`config.mk`:
```
export PLATFORM = sky130hd
export DESIGN_NAME = gpio_mask_port
export DESIGN_NICKNAME = d
export VERILOG_FILES = /design/src/rtl/gpio_pkg.sv /design/src/rtl/gpio_sync.sv /design/src/rtl/gpio_cfg_regs.sv /design/src/rtl/gpio_irq_detect.sv /design/src/rtl/gpio_mask_port.sv
export SDC_FILE = /design/constraint.sdc
export NUM_CORES = 1
export LEC_CHECK = 0
export CELL_PAD_IN_SITES_DETAIL_PLACEMENT = 0
export CELL_PAD_IN_SITES_GLOBAL_PLACEMENT = 1
export CORE_ASPECT_RATIO = 1.4
export CORE_UTILIZATION = 40
export CTS_BUF_LIST = sky130_fd_sc_hd__clkbuf_16
export DETAILED_ROUTE_END_ITERATION = 8
export DONT_BUFFER_PORTS = 1
export PLACE_DENSITY_LB_ADDON = 0.1
export SLEW_MARGIN = 20
export SYNTH_ARGS = -nofsm -noshare
export SYNTH_HDL_FRONTEND = slang
export SYNTH_SLANG_ARGS = --single-unit
```
`constraint.sdc`:
```
create_clock -name clk -period 2.5 [get_ports clk]
set_clock_uncertainty 0.05 [all_clocks]
set_input_delay 0.125 -clock clk [delete_from_list [all_inputs] [get_ports clk]]
set_output_delay 0.125 -clock clk [all_outputs]
set_load 0.01 [all_outputs]
```
`src/rtl/gpio_pkg.sv`:
```
package gpio_pkg;
    localparam int PIN_W  = 8;
    localparam int DATA_W = 32;
    localparam int ADDR_W = 12;
    localparam int MASK_LSB = 2;
    localparam int MASK_MSB = MASK_LSB + PIN_W - 1;

    localparam logic [ADDR_W-1:0] OFS_DIR    = 12'h400;
    localparam logic [ADDR_W-1:0] OFS_SENSE  = 12'h404;
    localparam logic [ADDR_W-1:0] OFS_BOTH   = 12'h408;
    localparam logic [ADDR_W-1:0] OFS_EVENT  = 12'h40C;
    localparam logic [ADDR_W-1:0] OFS_IEN    = 12'h410;
    localparam logic [ADDR_W-1:0] OFS_RAW    = 12'h414;
    localparam logic [ADDR_W-1:0] OFS_MASKED = 12'h418;
    localparam logic [ADDR_W-1:0] OFS_ICLR   = 12'h41C;
    localparam logic [ADDR_W-1:0] OFS_PSEL   = 12'h420;

    typedef logic [PIN_W-1:0] pins_t;

    typedef struct packed {
        pins_t dir;
        pins_t sense;
        pins_t both;
        pins_t polarity;
        pins_t ien;
        pins_t psel;
    } cfg_t;

    typedef enum logic [1:0] {
        DET_FALL  = 2'd0,
        DET_RISE  = 2'd1,
        DET_BOTH  = 2'd2,
        DET_LEVEL = 2'd3
    } det_mode_e;

    function automatic logic in_data_window(input logic [ADDR_W-1:0] a);
        return a[ADDR_W-1:MASK_MSB+1] == '0;
    endfunction

    function automatic pins_t addr_mask(input logic [ADDR_W-1:0] a);
        return a[MASK_MSB:MASK_LSB];
    endfunction

    function automatic det_mode_e pin_mode(input logic sense, input logic both,
                                           input logic pol);
        if (sense)     return DET_LEVEL;
        else if (both) return DET_BOTH;
        else if (pol)  return DET_RISE;
        else           return DET_FALL;
    endfunction
endpackage

```
`src/rtl/gpio_sync.sv`:
```
module gpio_sync
    import gpio_pkg::*;
(
    input  logic  clk,
    input  logic  rst,
    input  pins_t pin_async,
    output pins_t level,
    output pins_t rise,
    output pins_t fall
);
    pins_t meta_q, sync_q, prev_q;

    always_ff @(posedge clk) begin
        if (rst) begin
            meta_q <= '0;
            sync_q <= '0;
            prev_q <= '0;
        end else begin
            meta_q <= pin_async;
            sync_q <= meta_q;
            prev_q <= sync_q;
        end
    end

    assign level = sync_q;
    assign rise  = sync_q & ~prev_q;
    assign fall  = ~sync_q & prev_q;
endmodule

```
`src/rtl/gpio_cfg_regs.sv`:
```
module gpio_cfg_regs
    import gpio_pkg::*;
(
    input  logic              clk,
    input  logic              rst,
    input  logic [ADDR_W-1:0] addr,
    input  logic              we,
    input  pins_t             wdata,
    output cfg_t              cfg,
    output pins_t             out_val,
    output pins_t             clr_pulse
);
    cfg_t  cfg_q;
    pins_t out_q;
    pins_t wmask;

    assign wmask = addr_mask(addr);

    always_ff @(posedge clk) begin
        if (rst) begin
            cfg_q <= '0;
            out_q <= '0;
        end else if (we) begin
            if (in_data_window(addr)) begin
                out_q <= (out_q & ~wmask) | (wdata & wmask);
            end else begin
                case (addr)
                    OFS_DIR:   cfg_q.dir      <= wdata;
                    OFS_SENSE: cfg_q.sense    <= wdata;
                    OFS_BOTH:  cfg_q.both     <= wdata;
                    OFS_EVENT: cfg_q.polarity <= wdata;
                    OFS_IEN:   cfg_q.ien      <= wdata;
                    OFS_PSEL:  cfg_q.psel     <= wdata;
                    default: ;
                endcase
            end
        end
    end

    assign clr_pulse = (we && addr == OFS_ICLR) ? wdata : '0;
    assign cfg       = cfg_q;
    assign out_val   = out_q;

    // configuration moves only on a bus write
    p_cfg_hold_r12: assert property (@(posedge clk) disable iff (rst)
        !we |=> $stable(cfg_q));
    // unselected output bits keep their value across a data write
    p_data_mask_r2: assert property (@(posedge clk) disable iff (rst)
        (we && in_data_window(addr)) |=>
            ((out_q & ~$past(wmask)) == ($past(out_q) & ~$past(wmask))));
endmodule

```
`src/rtl/gpio_irq_detect.sv`:
```
module gpio_irq_detect
    import gpio_pkg::*;
(
    input  logic  clk,
    input  logic  rst,
    input  cfg_t  cfg,
    input  pins_t level,
    input  pins_t rise,
    input  pins_t fall,
    input  pins_t clr_pulse,
    output pins_t raw,
    output pins_t masked
);
    pins_t latch_q;

    for (genvar i = 0; i < PIN_W; i++) begin : g_pin
        det_mode_e mode;
        logic      hit;
        assign mode = pin_mode(cfg.sense[i], cfg.both[i], cfg.polarity[i]);

        always_comb begin
            case (mode)
                DET_RISE: hit = rise[i];
                DET_FALL: hit = fall[i];
                DET_BOTH: hit = rise[i] | fall[i];
                default:  hit = 1'b0;
            endcase
        end

        always_ff @(posedge clk) begin
            if (rst)                latch_q[i] <= 1'b0;
            else if (mode == DET_LEVEL) latch_q[i] <= 1'b0;
            else                    latch_q[i] <= hit | (latch_q[i] & ~clr_pulse[i]);
        end

        assign raw[i] = (mode == DET_LEVEL) ? (level[i] == cfg.polarity[i])
                                            : latch_q[i];

        // a latched edge stays until a clear
        p_latch_hold_r6: assert property (@(posedge clk) disable iff (rst)
            (latch_q[i] && !cfg.sense[i] && !clr_pulse[i]) |=> latch_q[i]);
        // a selected rising edge is latched on the next cycle
        p_rise_sets_r6: assert property (@(posedge clk) disable iff (rst)
            (!cfg.sense[i] && (cfg.both[i] || cfg.polarity[i]) && rise[i]) |=> latch_q[i]);
        // both-edge mode latches a falling edge regardless of polarity
        p_both_fall_r7: assert property (@(posedge clk) disable iff (rst)
            (!cfg.sense[i] && cfg.both[i] && fall[i]) |=> latch_q[i]);
        // level-sensed pins never hold a latched edge
        p_level_nolatch_r8: assert property (@(posedge clk) disable iff (rst)
            (cfg.sense[i] && $past(cfg.sense[i])) |-> !latch_q[i]);
    end

    assign masked = raw & cfg.ien;
endmodule

```
`src/rtl/gpio_mask_port.sv`:
```
module gpio_mask_port
    import gpio_pkg::*;
(
    input  logic              clk,
    input  logic              rst,
    input  logic [ADDR_W-1:0] bus_addr,
    input  logic              bus_we,
    input  logic [DATA_W-1:0] bus_wdata,
    output logic [DATA_W-1:0] bus_rdata,
    input  logic [PIN_W-1:0]  pin_in,
    output logic [PIN_W-1:0]  pin_out,
    output logic [PIN_W-1:0]  pin_oe,
    input  logic [PIN_W-1:0]  periph_out,
    input  logic [PIN_W-1:0]  periph_oe,
    output logic              irq
);
    cfg_t  cfg;
    pins_t out_val, clr_pulse, level, rise, fall, raw, masked;
    pins_t rd_pins;
    logic  irq_q;
    logic  unused_bits;

    assign unused_bits = ^bus_wdata[DATA_W-1:PIN_W];

    gpio_sync u_sync (
        .clk(clk), .rst(rst), .pin_async(pin_in),
        .level(level), .rise(rise), .fall(fall)
    );

    gpio_cfg_regs u_regs (
        .clk(clk), .rst(rst), .addr(bus_addr), .we(bus_we),
        .wdata(bus_wdata[PIN_W-1:0]), .cfg(cfg), .out_val(out_val),
        .clr_pulse(clr_pulse)
    );

    gpio_irq_detect u_det (
        .clk(clk), .rst(rst), .cfg(cfg), .level(level), .rise(rise),
        .fall(fall), .clr_pulse(clr_pulse), .raw(raw), .masked(masked)
    );

    always_comb begin
        if (in_data_window(bus_addr)) begin
            rd_pins = level & addr_mask(bus_addr);
        end else begin
            case (bus_addr)
                OFS_DIR:    rd_pins = cfg.dir;
                OFS_SENSE:  rd_pins = cfg.sense;
                OFS_BOTH:   rd_pins = cfg.both;
                OFS_EVENT:  rd_pins = cfg.polarity;
                OFS_IEN:    rd_pins = cfg.ien;
                OFS_RAW:    rd_pins = raw;
                OFS_MASKED: rd_pins = masked;
                OFS_PSEL:   rd_pins = cfg.psel;
                default:    rd_pins = '0;
            endcase
        end
    end
    assign bus_rdata = {{(DATA_W-PIN_W){1'b0}}, rd_pins};

    for (genvar i = 0; i < PIN_W; i++) begin : g_pad
        assign pin_out[i] = cfg.psel[i] ? periph_out[i] : out_val[i];
        assign pin_oe[i]  = cfg.psel[i] ? periph_oe[i]  : cfg.dir[i];
    end

    always_ff @(posedge clk) begin
        if (rst) irq_q <= 1'b0;
        else     irq_q <= |masked;
    end
    assign irq = irq_q;

    // any enabled pending pin raises irq one cycle later
    p_irq_rise_r11: assert property (@(posedge clk) disable iff (rst)
        (|masked) |=> irq);
    // no enabled pending pin means irq drops one cycle later
    p_irq_fall_r11: assert property (@(posedge clk) disable iff (rst)
        !(|masked) |=> !irq);
endmodule

```
==> summary.txt, run 1 <==
Detailed routing
  • Final ANT Viol Nets: 0
  • Routed WL per cell: 18.9 um
  • Vias post-DR: 4096
  • Final WL: 14.1 mm
  • Post-DR vias/cell: 5.51
  • DRC violations left: 0
  • DRT iter0 DRCs: 255
  • Detailed Routing Iterations Pass 1: 5

Setup path
  • Worst Path Arrival: 2.10 ns
  • Startpoint Class: input pin
  • Setup Crit Path Kind: in -> out
  • Crit end category: output port
  • Required @ worst endpoint: 2.33 ns
  • Max FO, Critical Path: 5

CTS
  • Post-cts resize count: 0
  • Clock sinks: 89
  • Setup bufs post-CTS: 0
  • CTS Hold Buffers Added: 30
  • Root buffer selected by CTS: clkbuf_16
  • Clk Latency, worst-skew pair: 0.34 ns
  • Clock Path Buffers: 2
  • CTS tree: yes
  • H-tree levels: 3
  • Clock-pin slew on the worst setup and hold paths: 0.06 ns
  • Number of buffers created by CTS: 9

Logic synthesis
  • FF+latch count, synth: 89
  • Ranking of synthesized cells by area: dfxtp_1, mux2i_1, mux2_2, nor2_1, a21oi_1
  • Mapped Area: 4830 um^2
  • Register area share after synthesis: 0.369
  • Post-synth EDFFs: 0
  • Yosys top cell by area: dfxtp_1
  • Avg Inst Size Synth: 8.50 um^2
  • Synthesized instance count: 569
  • Prevailing post-synth register cell: dfxtp_1
  • Yosys warns: 0
  • Async SR Flop Fraction: 0
  • Share of the synthesized area in the top cell type: 0.369
  • Netlist cell types: 52

Die
  • Core area: 11800 um^2
  • Initial Util: 0.409
  • Ports: 120
  • Full die area: 12500 um^2
  • Die Wd: 94.9 um
  • FP Rows: 47
  • Die H: 132 um

Layout
  • Commonest non-fill, non-tap cell in the layout: dfxtp_1
  • Commonest non-fill, non-tap cells in the layout: dfxtp_1, nor2_1, nand2_1
  • # diodes: 0
  • Nets@finish: 678
  • Area grow syn2layout: 14.9%
  • Share of layout cells above drive strength 1: 0.109

Placed design
  • Dpl hpwl: 9.44 mm
  • Gp weighted congestion: 0.833
  • Pre-CTS setup slack: 0.203 ns
  • Port bufs: 0

STA
  • Max Freq: 439 MHz
  • Max-slew violation count: 0
  • Setup_tns: 0 ns
  • Worst slew margin: 0.384
  • Final worst slack: 0.220 ns
  • Slew @ Worst Pin: 0.915 ns
  • RSZ-0062 raised after global routing: false
  • Period minus WS final: 2.28 ns
  • Part of the cycle the worst path needs: 0.912
  • Endpoints failing hold: 0
  • Endpoints failing setup: 0

Global routing
  • Pin count of the biggest net entering global routing: 90
  • Antenna violations before repair: 0
  • Vias in the first global route: 3746
  • GRT Overall Usage: 0.229
  • Global-route wire length before repair: 21.4 mm
  • GRT Residual Overflow: 0

Power
  • Pleak: 2.10 nW
  • Flop pwr share: 0.468
  • Switching Power: 0.716 mW
  • Clock group share of total power: 0.469
  • Worst vdd ir: 0.000325 V
  • P_int: 2.39 mW
  • Comb pwr share: 0.063
  • Pwr/cell area: 560 nW/um^2
  • Tot Pwr: 3.11 mW
  • Switching part of the total: 0.230

Status
  • Status: finished clean

Run
  • Max Cap Viol: 0

Min path
  • Hold/Removal Path Class: in -> reg
-- power groups by stage --
stage                     Combinational (mW)  Clock (mW)  Sequential, mW
after floorplan                        0.173           0            1.48
after global placement                 0.115           0            1.49
after detailed placement               0.118           0            1.49
after CTS                              0.197        1.49            1.46
after global routing                   0.216        1.57            1.46
final                                  0.196        1.46            1.46
-- worst max-delay path, stage by stage --
cell	delay, ns
or4b_4	0.55
or2_2	0.36
buf_4	0.17
nor4_1	0.36
buf_4	0.22
a32oi_1	0.10
o211ai_1	0.21
-- registers in the layout, summed over array words and instances (netlist names), named ones only --
register and cells:
u_det.latch_q 8, irq 1, u_sync.level 8, u_sync.meta_q 8, u_regs.cfg 48, u_sync.prev_q 8
-- through the flow --
step                 util  cells  area [um^2]  hold WS [ns]
CTS                 0.470    743         5550       0.00138
global route        0.470    743         5550        0.0440
finish              0.470    743         5550       0.00222
detailed placement  0.416    697         4920         0.154
global placement    0.416    697         4920         0.150
floorplan               -    592         4920         0.203
-- cells in the mapped netlist, drive strengths merged, types with 2 or more instances --
library cell and instances:
or4 3, inv 21, ha 16, nand3b 3, a32oi 4, nor2 58, nand2b 2, mux2i 47
a211oi 9, xor2 5, nor4 4, o41ai 3, xnor2 3, o21ai 7, dfxtp 89, o2111ai 3
clkbuf 32, nor2b 27, o22ai 2, and3 3, nor3 17, nand2 52, a22oi 2, or3 4
nand3 31, a221oi 4, mux2 21, or2 2, a21oi 40, o211ai 2, a31oi 10, buf 29
-- layout make-up --
| cell class | count | area, um^2 |
|---|---|---|
| Clock buffer | 9 | 225 |
| Clock inverter | 7 | 92.6 |
| Multi-Input combinational cell | 421 | 2730 |
| Tap cell | 147 | 184 |
| Fill cell | 1168 | 6270 |
| Timing Repair Buffer | 49 | 460 |
| Sequential cell | 89 | 1780 |
| Inverter | 21 | 78.8 |
-- cells by family (layout without fill, tap and decap cells) --
| kind of cell | Yosys count | after routing | share of synthesized area |
|---|---|---|---|
| adders and majority gates | 16 | 16 | 0.0414 |
| DFF | 89 | 89 | 0.369 |
| xor gates and xnor gates | 8 | 8 | 0.0145 |
| and+or+nand+nor | 214 | 214 | 0.225 |
| buffers and inverters | 82 | 86 | 0.0844 |
| muxes | 68 | 68 | 0.146 |
| other | 1 | 24 | 0.000776 |
| AOI/OAI and AO/OA | 91 | 91 | 0.119 |
-- routing by layer --
layer / up-vias / global-route usage / wire, um
met1: 1942 / 0.296 / 6040
met5: - / 0 / 0
met4: 0 / 0.0825 / 384
met3: 23 / 0.0358 / 799
met2: 154 / 0.381 / 6850
li1: 1977 / - / -
-- final timing paths --
path,startpoint,to,slack [ns],cells after the start
worst max-delay path,bus_addr[8],bus_rdata[5],0.22,7
worst min register to register,u_sync.meta_q[2],u_sync.level[2],0.39,1
worst max register to register,u_regs.cfg[16],irq,0.88,5
worst min-delay path,bus_wdata[0],u_det.latch_q[0],0.002,3
(Power assumes the default switching activity.)
==> run 2: changes to the inputs <==
CORE_MARGIN = 2   (was not set)
TNS_END_PERCENT = 1   (was not set)
==> run 2 against run 1 <==
Compared with the run above: sequential cell count did not move; largest power group unchanged; the run now ends with negative hold slack left; register-to-register slack improved by 0.02 ns; total power fell by 7.3%; critical path type unchanged; highest routed layer unchanged.
==> summary.txt, run 2 (synthesis results as in run 1) <==
Power
  • Worst vdd ir: 0.000326 V (+0.54%)
  • Tot Pwr: 2.88 mW (-7.3%)
  • Pleak: 2.06 nW (-1.8%)
  • Pwr/cell area: 526 nW/um^2 (-6.1%)

Setup path
  • Setup Crit Path Kind: in -> out
  • R2r startpoint: u_regs.cfg[16]
  • Worst Path Arrival: 2.13 ns (+0.03 ns)
  • Crit path from: bus_addr[8]
  • Startpoint Class: input pin
  • Required @ worst endpoint: 2.33 ns (about the same)
  • Crit end category: output port
  • Max FO, Critical Path: 5 (unchanged)

Global routing
  • GRT Overall Usage: 0.212 (-0.0175)
  • Antenna violations before repair: 0 (unchanged)
  • Vias in the first global route: 3706 (-1.1%)
  • Pin count of the biggest net entering global routing: 90 (unchanged)
  • GRT Residual Overflow: 0 (unchanged)
  • Global-route wire length before repair: 21.2 mm (-0.78%)

CTS
  • Clock sinks: 89 (unchanged)
  • H-tree levels: 3 (unchanged)
  • Clock-pin slew on the worst setup and hold paths: 0.06 ns (about the same)
  • Root buffer selected by CTS: clkbuf_16
  • Number of buffers created by CTS: 9 (unchanged)
  • Clk Latency, worst-skew pair: 0.34 ns (about the same)
  • Clock Path Buffers: 2 (unchanged)
  • CTS tree: yes
  • Setup bufs post-CTS: 0 (unchanged)

Die
  • FP Rows: 47 (unchanged)
  • Core area: 11800 um^2 (unchanged)
  • Full die area: 13000 um^2 (+3.7%)
  • Initial Util: 0.409 (unchanged)
  • Die H: 134 um (+1.5%)
  • Ports: 120 (unchanged)
  • Die Wd: 96.9 um (+2.1%)

STA
  • Max Freq: 435 MHz (-0.92%)
  • Endpoints failing setup: 0 (unchanged)
  • Max-slew violation count: 0 (unchanged)
  • Worst hold slack: -0.000897 ns (-0.00312 ns)
  • Part of the cycle the worst path needs: 0.920 (+0.00844)
  • RSZ-0062 raised after global routing: false
  • Period minus WS final: 2.30 ns (+0.0211 ns)
  • Setup_tns: 0 ns (unchanged)
  • Slew @ Worst Pin: 0.836 ns (-0.0785 ns)
  • Endpoints failing hold: 1 (+1)
  • Worst slew margin: 0.437 (+0.0529)

Detailed routing
  • Detailed Routing Iterations Pass 1: 5 (unchanged)
  • Vias post-DR: 4065 (-0.76%)
  • Final ANT Viol Nets: 0 (unchanged)
  • Routed WL per cell: 18.9 um (-0.43%)
  • DRT iter0 DRCs: 181 (-29%)
  • DRC violations left: 0 (unchanged)
  • Final WL: 14.0 mm (-0.83%)
  • Post-DR vias/cell: 5.49 (-0.35%)

Status
  • Status: finished, violations left
  • Failing checks: negative hold slack

Placed design
  • Port bufs: 0 (unchanged)
  • Dpl hpwl: 9.45 mm (about the same)
  • Gp weighted congestion: 0.872 (+4.6%)

Layout
  • Commonest non-fill, non-tap cells in the layout: dfxtp_1, nor2_1, nand2_1
  • Number of flip-flops in the largest register: 48 (unchanged)
  • # diodes: 0 (unchanged)
  • Commonest non-fill, non-tap cell in the layout: dfxtp_1
  • Share of layout cells above drive strength 1: 0.103 (-0.00619)
  • Area grow syn2layout: 13.4%
  • Nets@finish: 675 (-0.44%)

Min path
  • Hold/Removal Path Class: in -> reg
  • Worst hold start: bus_wdata[3]

Run
  • Max Cap Viol: 0 (unchanged)
==> run 2: cell types whose count changed in the layout (fill, tap and decap cells not counted), moves of 2 or more <==
cell	delta
dlygate4sd3_1	-2
clkinv_1	+2
bufinv_16	-2
buf_4	-2
==> run 2: power by group <==
part	switching (mW)	total (mW)	internal [mW]
Combinational	0.116	0.192	0.0751
Clock	0.572	1.23	0.663
Sequential	0.0158	1.46	1.44
Total	0.704	2.88	2.18
==> run 2: final cells by class <==
type                       instances  area (um^2)
clock buffer                       9          225
timing repair buffer              46          445
sequential                        89         1780
tap                              147          184
inverter                          21         78.8
fill                            1171         6340
clock inverter                     7         37.5
multi-input combinational        421         2730
==> run 2: final timing paths <==
check,end,slack (ns),depth (start not counted)
setup / recovery,bus_rdata[2],0.20,4
hold / removal,u_det.latch_q[3],-0.0009,3
setup reg to reg,irq,0.90,5
hold reg to reg,u_sync.level[3],0.38,1
==> run 2: routing by layer <==
layer | vias up | wire [um] | GRT usage
li1 | 1979 | - | -
met1 | 1921 | 6160 | 0.264
met2 | 140 | 6700 | 0.366
met3 | 25 | 746 | 0.0344
met4 | 0 | 349 | 0.0822
met5 | - | 0 | 0
==> run 2: stage by stage <==
stage                     cell area (um^2)  std cells  worst slack [ns]  utilization
after detailed placement              4920        696             0.205        0.417
final                                 5480        740             0.199        0.464
after global placement                4920        696             0.236        0.417
after global routing                  5480        740             0.189        0.464
after CTS                             5480        740             0.225        0.464
after floorplan                       4920        592             0.260            -
==> run 2: timing repair <==
item / CTS / global route
hold buffers: 28 / 0
resized for setup: 0 / 0
endpoints found under the hold margin: 89 / 0
==> run 2: worst max-delay path, cell delays in order <==
cell,delay [ns]
or4b_4,0.55
or2_2,0.32
or4_1,0.66
o2111ai_1,0.47
==> run 3: changes to the inputs <==
CORE_ASPECT_RATIO = not set   (was 1.4)
SKIP_LAST_GASP = 1   (was not set)
==> run 3 against run 2 <==
Compared with the run above: the run now ends clean; first-iteration DRC count grew 78%; total power grew 3.6%; worst setup slack improved by 0.046 ns; critical path type unchanged; critical endpoint is now bus_rdata[5].
==> summary.txt, run 3 (synthesis results as in run 1) <==
Status
  • Status: finished clean

Layout
  • Area grow syn2layout: 13.8%
  • # diodes: 0 (unchanged)
  • Commonest non-fill, non-tap cells in the layout: dfxtp_1, nor2_1, nand2_1
  • Nets@finish: 673 (-0.30%)
  • Final instance area: 5500 um^2 (+0.32%)
  • Number of flip-flops in the largest register: 48 (unchanged)
  • Share of layout cells above drive strength 1: 0.103 (+0.000348)
  • Commonest non-fill, non-tap cell in the layout: dfxtp_1
  • FILL cells: 1172 (+0.085%)

STA
  • RSZ-0062 raised after global routing: false
  • Period minus WS final: 2.25 ns (-0.0464 ns)
  • Worst slew margin: 0.414 (-0.0231)
  • Max Freq: 444 MHz (+2.1%)
  • Max-slew violation count: 0 (unchanged)
  • Worst hold slack: 0.00594 ns (+0.00683 ns)
  • Endpoints failing setup: 0 (unchanged)
  • Endpoints failing hold: 0 (-1)
  • Slew @ Worst Pin: 0.870 ns (+0.0342 ns)
  • Part of the cycle the worst path needs: 0.902 (-0.0186)
  • Setup_tns: 0 ns (unchanged)

CTS
  • Clk Latency, worst-skew pair: 0.35 ns (about the same)
  • Number of buffers created by CTS: 9 (unchanged)
  • Post-cts resize count: 0 (unchanged)
  • Clock Path Buffers: 2 (unchanged)
  • Clock sinks: 89 (unchanged)
  • CTS Hold Buffers Added: 26 (-7.1%)
  • CTS tree: yes
  • H-tree levels: 3 (unchanged)
  • Setup bufs post-CTS: 0 (unchanged)
  • Root buffer selected by CTS: clkbuf_16
  • Clock-pin slew on the worst setup and hold paths: 0.06 ns (about the same)

Setup path
  • Crit end category: output port
  • Worst Path Arrival: 2.08 ns (-0.05 ns)
  • Max FO, Critical Path: 5 (unchanged)
  • Worst Reg-to-Reg Cells: 5 (unchanged)
  • Required @ worst endpoint: 2.33 ns (about the same)
  • Setup Crit Path Kind: in -> out
  • Max incr delay on CP: 0.64 ns (-0.02 ns)
  • Slowest cell on crit path: or4_1
  • Startpoint Class: input pin
  • CP Cell Sequence: or4b_4 -> or2_2 -> or4_1 -> o211ai_1

Power
  • Switching Power: 0.706 mW (+0.26%)
  • Pleak: 2.07 nW (+0.40%)
  • P_int: 2.28 mW (+4.7%)
  • Pwr/cell area: 543 nW/um^2 (+3.3%)
  • Switching part of the total: 0.236 (-0.00797)
  • Flop pwr share: 0.488 (-0.017)
  • Comb pwr share: 0.065 (about the same)
  • Clock group share of total power: 0.447 (+0.019)
  • Worst vdd ir: 0.000277 V (-15%)

Run
  • Max Cap Viol: 0 (unchanged)

Die
  • Initial Util: 0.406 (-0.00314)
  • Full die area: 13000 um^2 (about the same)
  • Die H: 114 um (-15%)
  • Die Wd: 114 um (+18%)
  • FP Rows: 40 (-15%)
  • Ports: 120 (unchanged)
  • Core area: 11900 um^2 (+0.77%)

Global routing
  • Pin count of the biggest net entering global routing: 90 (unchanged)
  • GRT Overall Usage: 0.222 (+0.00990)
  • Vias in the first global route: 3752 (+1.2%)
  • GRT Residual Overflow: 0 (unchanged)
  • Global-route wire length before repair: 21.8 mm (+2.8%)
  • Antenna violations before repair: 0 (unchanged)

Detailed routing
  • Final WL: 14.0 mm (+0.49%)
  • Post-DR vias/cell: 5.52 (+0.52%)
  • Final ANT Viol Nets: 0 (unchanged)
  • DRC violations left: 0 (unchanged)
  • Detailed Routing Iterations Pass 1: 5 (unchanged)
  • Vias post-DR: 4075 (+0.25%)
  • DRT iter0 DRCs: 322 (+78%)
  • Routed WL per cell: 19.0 um (+0.76%)

Min path
  • Hold depth: 3 (unchanged)
  • Hold/Removal Path Class: in -> reg

Placed design
  • Port bufs: 0 (unchanged)
  • Dpl cell area: 4940 um^2 (+0.25%)
  • Gp weighted congestion: 0.899 (+3.1%)
  • Dpl hpwl: 9.41 mm (-0.43%)
run 3: cell types whose count changed in the layout (fill, tap and decap cells not counted), sizes merged:
| cell | change |
|---|---|
| clkinv | -2 |
| bufinv | +1 |
| dlygate4sd3 | -2 |
| inv | +1 |
run 3: cell type report:
cell class,instances,area (um^2),area share
clock inverters,7,62.6,0.0114
repair buffers,44,438,0.0796
well taps,147,184,0.0334
inverters,21,78.8,0.0143
flip-flops and latches,89,1780,0.324
multi-input cells,421,2730,0.496
clock buffers,9,225,0.0409
run 3: final timing paths:
check,from,end,slack (ns)
setup / recovery,bus_addr[8],bus_rdata[5],0.25
hold / removal,bus_wdata[5],u_det.latch_q[5],0.006
setup reg to reg,u_regs.cfg[16],irq,0.89
hold reg to reg,u_sync.meta_q[0],u_sync.level[0],0.39
run 3: routing by layer:
metal,GRT usage,routed length [um],share of wire
met1,0.316,6710,0.48
met2,0.334,6230,0.44
met3,0.0372,748,0.053
met4,0.0878,344,0.025
met5,0,0,0
run 3: power groups by stage:
stage	clock [mW]	combinational, mW	sequential (mW)
CTS	1.37	0.193	1.46
finish	1.34	0.194	1.46
detailed placement	0	0.117	1.49
floorplan	0	0.173	1.48
global route	1.43	0.218	1.46
global placement	0	0.115	1.49
run 3: worst max-delay path, delay by kind of cell:
kind / cells / cell delay [ns]
simple gates: 3 / 1.52
compound gates: 1 / 0.43
run 3: metrics by stage:
step	std cells	setup slack, ns	utilization	power [mW]
after global routing	738	0.177	0.462	3.10
after detailed placement	696	0.216	0.414	1.61
after floorplan	592	0.260	-	1.66
after global placement	696	0.227	0.414	1.60
final	738	0.246	0.462	2.99
after CTS	738	0.251	0.462	3.02
